===== src/rtl/gpio_bank_pkg.sv =====
`timescale 1ns/1ps
package gpio_bank_pkg;
    localparam int GB_PINS   = 32;
    localparam int GB_NREG   = 8;
    localparam int GB_IDX_W  = $clog2(GB_NREG);
    localparam int GB_OP_W   = 4;
    localparam int GB_ADDR_W = GB_IDX_W + GB_OP_W;
    localparam int GB_SYNC   = 2;

    typedef enum logic [GB_IDX_W-1:0] {
        GB_DOUT = 3'd0,
        GB_DIN  = 3'd1,
        GB_DOE  = 3'd2,
        GB_SEL  = 3'd3,
        GB_IEN  = 3'd4,
        GB_LEV  = 3'd5,
        GB_POL  = 3'd6,
        GB_STAT = 3'd7
    } gb_reg_e;

    typedef enum logic [GB_OP_W-1:0] {
        GB_OP_WR   = 4'h0,
        GB_OP_SET  = 4'h4,
        GB_OP_CLR  = 4'h8,
        GB_OP_NONE = 4'hC
    } gb_op_e;

    typedef struct packed {
        gb_reg_e idx;
        gb_op_e  op;
    } gb_addr_t;

    function automatic logic gb_is_writable(int r);
        return (r != int'(GB_DIN)) && (r != int'(GB_STAT));
    endfunction
endpackage


===== src/rtl/gpio_sync.sv =====
`timescale 1ns/1ps
module gpio_sync #(
    parameter int N      = 32,
    parameter int STAGES = 2
) (
    input  logic         clk,
    input  logic         rst,
    input  logic [N-1:0] d,
    output logic [N-1:0] q
);
    logic [STAGES-1:0][N-1:0] chain;

    always_ff @(posedge clk) begin
        if (rst) begin
            chain <= '0;
        end else begin
            chain[0] <= d;
            for (int s = 1; s < STAGES; s++) chain[s] <= chain[s-1];
        end
    end

    assign q = chain[STAGES-1];
endmodule


===== src/rtl/gpio_ctrl_regs.sv =====
`timescale 1ns/1ps
module gpio_ctrl_regs
    import gpio_bank_pkg::*;
#(
    parameter int N = GB_PINS
) (
    input  logic                       clk,
    input  logic                       rst,
    input  logic                       wr_en,
    input  gb_addr_t                   wr_addr,
    input  logic [N-1:0]               wr_data,
    output logic [GB_NREG-1:0][N-1:0]  regs_q,
    output logic [N-1:0]               stat_clr
);
    for (genvar r = 0; r < GB_NREG; r++) begin : g_reg
        if (!gb_is_writable(r)) begin : g_ro
            assign regs_q[r] = '0;
        end else begin : g_rw
            logic [N-1:0] q;
            logic         hit;
            assign hit = wr_en && (wr_addr.idx == gb_reg_e'(r));
            always_ff @(posedge clk) begin
                if (rst) begin
                    q <= '0;
                end else if (hit) begin
                    case (wr_addr.op)
                        GB_OP_WR:  q <= wr_data;
                        GB_OP_SET: q <= q | wr_data;
                        GB_OP_CLR: q <= q & ~wr_data;
                        default:   q <= q;
                    endcase
                end
            end
            assign regs_q[r] = q;
        end
    end

    assign stat_clr = (wr_en && wr_addr.idx == GB_STAT && wr_addr.op == GB_OP_CLR)
                      ? wr_data : '0;

    AST_SET_ALIAS_ORS: assert property (@(posedge clk) disable iff (rst)
        (wr_en && wr_addr.idx == GB_IEN && wr_addr.op == GB_OP_SET)
        |=> ((regs_q[GB_IEN] & $past(wr_data)) == $past(wr_data)));
    AST_CLR_ALIAS_CLEARS: assert property (@(posedge clk) disable iff (rst)
        (wr_en && wr_addr.idx == GB_DOUT && wr_addr.op == GB_OP_CLR)
        |=> ((regs_q[GB_DOUT] & $past(wr_data)) == '0));
endmodule


===== src/rtl/gpio_irq_detect.sv =====
`timescale 1ns/1ps
module gpio_irq_detect #(
    parameter int N = 32
) (
    input  logic         clk,
    input  logic         rst,
    input  logic [N-1:0] din,
    input  logic [N-1:0] sel,
    input  logic [N-1:0] lev,
    input  logic [N-1:0] pol,
    input  logic [N-1:0] clr,
    output logic [N-1:0] stat_q
);
    logic [N-1:0] prev_q;
    logic [N-1:0] evt;

    for (genvar p = 0; p < N; p++) begin : g_pin
        logic rise, fall, active;
        assign rise   = din[p] & ~prev_q[p];
        assign fall   = ~din[p] & prev_q[p];
        assign active = (din[p] == pol[p]);
        assign evt[p] = sel[p] & (lev[p] ? active : (pol[p] ? rise : fall));
    end

    always_ff @(posedge clk) begin
        if (rst) begin
            prev_q <= '0;
            stat_q <= '0;
        end else begin
            prev_q <= din;
            stat_q <= (stat_q & ~clr) | evt;
        end
    end

    AST_EVENT_LATCHES: assert property (@(posedge clk) disable iff (rst)
        (($past(evt) & ~stat_q) == '0));
    AST_CLEAR_ONLY_BY_ALIAS: assert property (@(posedge clk) disable iff (rst)
        (($past(stat_q) & ~stat_q & ~$past(clr)) == '0));
    AST_UNSELECTED_QUIET: assert property (@(posedge clk) disable iff (rst)
        ((stat_q & ~$past(stat_q) & ~$past(sel)) == '0));
endmodule


===== src/rtl/gpio_bank.sv =====
`timescale 1ns/1ps
module gpio_bank
    import gpio_bank_pkg::*;
#(
    parameter int N = GB_PINS
) (
    input  logic                 clk,
    input  logic                 rst,
    input  logic [GB_ADDR_W-1:0] bus_addr,
    input  logic [N-1:0]         bus_wdata,
    input  logic                 bus_we,
    input  logic                 bus_re,
    output logic [N-1:0]         bus_rdata,
    output logic                 bus_rvalid,
    input  logic [N-1:0]         pin_in,
    output logic [N-1:0]         pin_out,
    output logic [N-1:0]         pin_oe,
    output logic                 irq
);
    gb_addr_t                   acc;
    logic [GB_NREG-1:0][N-1:0]  regs_q;
    logic [N-1:0]               stat_clr;
    logic [N-1:0]               din;
    logic [N-1:0]               stat_q;

    assign acc = gb_addr_t'(bus_addr);

    gpio_sync #(.N(N), .STAGES(GB_SYNC)) u_sync (
        .clk(clk), .rst(rst), .d(pin_in), .q(din)
    );

    gpio_ctrl_regs #(.N(N)) u_regs (
        .clk(clk), .rst(rst), .wr_en(bus_we), .wr_addr(acc),
        .wr_data(bus_wdata), .regs_q(regs_q), .stat_clr(stat_clr)
    );

    gpio_irq_detect #(.N(N)) u_detect (
        .clk(clk), .rst(rst), .din(din),
        .sel(regs_q[GB_SEL]), .lev(regs_q[GB_LEV]), .pol(regs_q[GB_POL]),
        .clr(stat_clr), .stat_q(stat_q)
    );

    always_ff @(posedge clk) begin
        if (rst) begin
            bus_rvalid <= 1'b0;
            bus_rdata  <= '0;
        end else begin
            bus_rvalid <= bus_re;
            if (bus_re) begin
                case (acc.idx)
                    GB_DIN:  bus_rdata <= din;
                    GB_STAT: bus_rdata <= stat_q;
                    default: bus_rdata <= regs_q[acc.idx];
                endcase
            end
        end
    end

    assign pin_out = regs_q[GB_DOUT];
    assign pin_oe  = regs_q[GB_DOE];
    assign irq     = |(stat_q & regs_q[GB_IEN]);

    AST_READ_ACK: assert property (@(posedge clk) disable iff (rst)
        bus_re |=> bus_rvalid);
    AST_NO_SPURIOUS_ACK: assert property (@(posedge clk) disable iff (rst)
        !bus_re |=> !bus_rvalid);
endmodule


===== config.mk =====
export PLATFORM = sky130hd
export DESIGN_NAME = gpio_bank
export DESIGN_NICKNAME = d
export VERILOG_FILES = /design/src/rtl/gpio_bank_pkg.sv /design/src/rtl/gpio_sync.sv /design/src/rtl/gpio_ctrl_regs.sv /design/src/rtl/gpio_irq_detect.sv /design/src/rtl/gpio_bank.sv
export SDC_FILE = /design/constraint.sdc
export NUM_CORES = 1
export LEC_CHECK = 0
export ABC_CLOCK_PERIOD_IN_PS = 2100
export BUFFER_PORTS_ARGS = -buffer_cell sky130_fd_sc_hd__buf_2
export CORE_UTILIZATION = 42
export DETAILED_ROUTE_END_ITERATION = 8
export GPL_TIMING_DRIVEN = 0
export PLACE_DENSITY = 0.63
export REMOVE_ABC_BUFFERS = 1
export SETUP_SLACK_MARGIN = 0.3
export SYNTH_ARGS = -nofsm -noshare
export SYNTH_HDL_FRONTEND = slang
export SYNTH_HIERARCHICAL = 1
export SYNTH_SLANG_ARGS = --single-unit

===== constraint.sdc =====
create_clock -name clk -period 2.1 [get_ports clk]
set_clock_uncertainty 0.05 [all_clocks]
set_input_delay 0.63 -clock clk [delete_from_list [all_inputs] [get_ports clk]]
set_output_delay 0.63 -clock clk [all_outputs]
set_load 0.02 [all_outputs]

Word-level counts from Yosys, hierarchy flattened
Index checks and enable logic that the tools add are counted.
{ "op_classes": {"magnitude_cmp": 1, "n_reduce_logical": 18, "eq_ne": 41, "bitwise_logic": 177, "mux": 74} }
{ "ops": {"columns": ["op", "n"], "rows": [
  ["one-hot mux 32 bit (3 select lines)", 6],
  ["AND 32 bit", 8],
  ["bitwise OR 32 bit", 7],
  ["AND 1 bit", 96],
  ["binary-select mux 32 bit (select 3 bit)", 1],
  ["2-to-1 mux 1 bit", 64],
  ["2-to-1 mux 32 bit", 2],
  ["NOT 1 bit", 64],
  ["NOT 32 bit", 2],
  ["one-hot mux 32 bit (2 select lines)", 1],
  ["== test 1 bit", 32],
  ["OR reduction 32 bit", 1],
  ["== test 3 bit, second input constant", 4],
  ["AND reduction 2 bit", 6],
  ["logical AND 1 bit", 8],
  ["== test 3 x 2 -> 1 bit, second input constant", 2],
  ["== test 4 x 3 -> 1 bit, second input constant", 1],
  ["== test 4 bit, second input constant", 1],
  ["logical NOT 4 bit", 1],
  ["less-than comparator 3 x 4 -> 1 bit, second input constant", 1],
  ["== test 3 x 1 -> 1 bit, second input constant", 1],
  ["logical NOT 3 bit", 1],
  ["nonzero test 3 bit", 1]
]} }
{ "totals": {"elab_cells": 323, "register_bits": 353, "output_inout_bits": 98, "input_bits": 75} }

Logic depth before layout (Yosys ltp)
{ "depth": {"ltp_word": 7, "ltp_mapped": 8, "mapped_depth_nobuf": 5} }

By module
The synthesis kept the hierarchy.
{ "by_module_without_submodules": {"columns": ["mod", "n_inst", "cells_each", "area_each_um2"], "rows": [
  ["gpio_ctrl_regs", 1, 1274, 10477.5],
  ["gpio_bank", 1, 245, 3035.4],
  ["gpio_irq_detect", 1, 299, 2841.5],
  ["gpio_sync", 1, 167, 2158.3]
]} }

Worst setup path after synthesis
Ideal clock, no wire load.
{ "synth_path": {"kind": "input to register", "from": "in bus_addr[2]", "to": "reg u_detect.stat_q[11]", "setup_time_ns": 0.116, "cell_stages": 7, "slack_ns": 0.159, "required_ns": 1.934, "t_arrival_ns": 1.775, "path_buffers": 2, "cell_sequence": "buf_2 > nand2b_1 > nor3_2 > clkbuf_2 > and2_1 > nor3b_1 > a31o_2"} }
{ "synth_between": {"elab_chain_cells": 6} }
{ "synth_lines": {"columns": ["item", "line", "rtl"], "rows": [
  ["start: declaration", "gpio_bank.sv:9", "input logic [GB_ADDR_W-1:0] bus_addr,"],
  ["== test 4 bit", "gpio_ctrl_regs.sv:38", "assign stat_clr = (wr_en && wr_addr.idx == GB_STAT && wr_addr.op == GB_OP_CLR)"],
  ["logical AND 1 bit", "gpio_ctrl_regs.sv:38", null],
  ["2-to-1 mux 32 bit", "gpio_ctrl_regs.sv:39", "? wr_data : '0;"],
  ["via stat_clr[11]", "gpio_bank.sv:22", "logic [N-1:0] stat_clr;"],
  ["NOT 32 bit", "gpio_irq_detect.sv:31", "stat_q <= (stat_q & ~clr) | evt;"],
  ["AND 32 bit", "gpio_irq_detect.sv:31", null],
  ["bitwise OR 32 bit", "gpio_irq_detect.sv:31", null],
  ["end signal: assignment", "gpio_irq_detect.sv:31", null],
  ["end: declaration", "gpio_irq_detect.sv:12", "output logic [N-1:0] stat_q"]
]} }
The timed path passes the listed nets, and every way through them passes these cells.
A chain may end at the register's enable or synchronous reset.

Worst setup path in the final report
{ "layout_path": {"from": "reg u_regs.g_reg[4].g_rw.q[24]", "to": "out irq"} }
{ "layout_between": {"elab_chain_cells": 2} }
{ "layout_lines": {"columns": ["item", "line", "rtl"], "rows": [
  ["start: declaration", "gpio_ctrl_regs.sv:19", "logic [N-1:0] q;"],
  ["start signal: assignment", "gpio_ctrl_regs.sv:27", "GB_OP_WR: q <= wr_data;"],
  ["start signal: assignment", "gpio_ctrl_regs.sv:28", "GB_OP_SET: q <= q | wr_data;"],
  ["start signal: assignment", "gpio_ctrl_regs.sv:29", "GB_OP_CLR: q <= q & ~wr_data;"],
  ["AND 32 bit", "gpio_bank.sv:61", "assign irq = |(stat_q & regs_q[GB_IEN]);"],
  ["OR reduction 32 bit", "gpio_bank.sv:61", null],
  ["end: declaration", "gpio_bank.sv:18", "output logic irq"]
]} }
No other way between the ends.

==> summary.md <==
| Metric | Value |
|---|---|
| Port bufs | 172 |
| RSZ-0062 raised after global routing | yes |
| Slowest stage delay, CP | 640 ps |
| Min Tclk post-route | 2999 ps |
| Initial antenna violation count | 9 |
| Vias in the first global route | 14990 |
| Ys Warns | 6 |
| Internal | 11.74 mW |
| WL per Instance | 24.33 um |
| TritonCTS Buffers | 41 |
| Comb pwr share | 0.102 |
| Clock Power Share | 0.460 |
| All-Layer GR Usage | 0.2766 |
| Sw Share | 0.2565 |
| Final hold vios | 0 |
| Core area | 0.04213 mm2 |
| Clk slew on worst S/H paths | 60 ps |
| Max_cap viols | 0 |
| Pwr dens | 725.5 mW/mm2 |
| Layout Cells excl Fill | 2604 |
| Leak pwr | 8.306 nW |
| Kind of cell adding the most delay to the critical path | simple AND/OR/NAND/NOR gates |
| Post-DR vias/cell | 5.934 |
| Initial Util | 0.4279 |
| Synth Instances | 1920 |
| Fin area | 0.02176 mm2 |
| Worst hold path type | in2reg |
| CTS Hold Buffers Added | 0 |
| Peak supply drop | 0.5619 mV |
| FP Rows | 75 |
| Slew HR | 0.5396 |
| CTS tree | built |
| Syn avg cell area | 9.390 um2 |
| Required @ worst endpoint | 1420 ps |
| Drt pass-1 iters | 7 |
| Final period util | 1.428 |
| CP Buf/Inv Count | 1 |
| Sequential fraction of design power | 0.438 |
| Area of the mapped netlist | 0.01803 mm2 |
| Global-route wire length before repair | 92270 um |
| Achievable Freq | 0.3335 GHz |
| Arrival time worst endpoint | 2320 ps |
| WHS | 214.1 ps |
| Placed instance area | 0.01876 mm2 |
| Largest net degree at the start of global routing | 154 |
| Nets | 2105 |
| H-tree levels | 2 |
| Dpl cells | 2448 |
| Crit Path Max Fanout | 2 |
| Slowest CP cell | or4_4 |
| DRT antenna net count | 0 |
| DRC | 1 |
| Post-DP HPWL | 32720 um |
| Height of the die | 209.2 um |
| I/O pins | 173 |
| Actual slew at the worst max-slew pin | 690.6 ps |
| Slew Limit Fails | 0 |
| Vias | 15450 |
| Worst Setup End Kind | primary output |
| Switch Pwr | 4.049 mW |
| Failing checks | DRC, setup timing |
| Root Buffer | clkbuf_16 |
| Share of post-route cells with drive strength above 1 | 0.3282 |
| CTS Sinks | 353 |
| Final GP Congestion | 0.7755 |
| Clk_lat worst skew | 570 ps |
| WL final | 63370 um |
| Layout area overhead | 20.71% |
| GRT Residual Overflow | 0 |
| PnR worst setup slack | -898.7 ps |
| DR iter-0 viols | 1434 |
| Chip Width | 209.2 um |
| Critical path type | reg2out |
| Critical Path, Cell by Cell | a22oi_2, nand4_1, or4_4, buf_6 |
| Longest Clk Path Bufs | 3 |
| Outcome | complete, but fails checks |
| Setup crit start kind | flip-flop |
| Die area | 0.04376 mm2 |
| Reg2Reg Setup Slack | 720 ps |
| Final setup viols | 1 |
## per-layer routing
metal,vias up,global-route usage,wire length [um]
li1,6965,-,-
met1,7436,0.3639,25840
met2,822,0.4444,28850
met3,220,0.04914,5946
met4,10,0.1209,2663
met5,-,0,64
## power by group through the flow
stage / Clock [mW] / Sequential (mW) / Combinational (mW)
after global routing: 7.62 / 6.92 / 1.69
after CTS: 7.34 / 6.91 / 1.53
after global placement: 0 / 7.05 / 1.31
after floorplan: 0 / 7.09 / 0.602
final: 7.27 / 6.91 / 1.61
after detailed placement: 0 / 7.05 / 1.36
## worst paths after layout
check | start | endpoint | cells after the start
worst min register to register | u_sync/chain[22] | u_sync/q[22] | 1
worst max register to register | u_regs/g_reg[6].g_rw.q[16] | bus_rdata[16] | 3
worst min-delay path | pin_in[19] | u_sync/chain[19] | 2
worst max-delay path | u_regs/g_reg[4].g_rw.q[24] | irq | 4
## per-stage QoR
| step | total power, mW | setup slack (ps) | utilization | setup TNS (ps) |
|---|---|---|---|---|
| global placement | 8.361 | -7777 | 0.4314 | -2088670 |
| global route | 16.23 | -908.4 | 0.5164 | -908.4 |
| detailed placement | 8.412 | -2089 | 0.4451 | -362040 |
| CTS | 15.78 | -859.2 | 0.5093 | -859.2 |
| finish | 15.79 | -898.7 | 0.5165 | -898.7 |
| floorplan | 7.692 | -3074 | - | -409270 |
## cell type report
type	count	area [um2]
fill	3768	20370
multi-input combinational	1360	9977
sequential	353	7119
timing repair buffer	268	2601
clock buffer	65	1279
tap	539	674.4
clock inverter	8	73.82
inverter	6	25.02
antenna	5	12.51
## registers in the layout, summed over array words and instances, names as in the netlist
register         cells
bus_rdata           32
bus_rvalid           1
u_detect/prev_q     32
u_detect/stat_q     32
u_regs/g.g_rw.q    192
u_sync/chain        32
u_sync/q            32
## cell usage in the layout (no fill, tap or decap), types with 23 or more instances in the layout
master and instances:
a21oi_1 126, a31o_2 29, buf_12 23, buf_2 108, buf_4 100, clkbuf_16 47
dfxtp_1 315, dfxtp_2 36, mux4_2 58, nand2_1 93, nand2b_1 182, nand3_1 40
nand3_2 80, nor2_1 62, nor2b_1 106, nor2b_2 60, nor3_1 31, o21ai_0 62
o21ai_1 132, o21bai_1 32, o22ai_1 62, o2bb2ai_1 30, xnor2_1 32
## repair_timing
action	in CTS	in global routing
setup buffers	48	10
gates resized for setup	161	38
pin swaps	36	10
cloned	15	5
setup endpoints to repair	306	174
(Power assumes the default switching activity.)
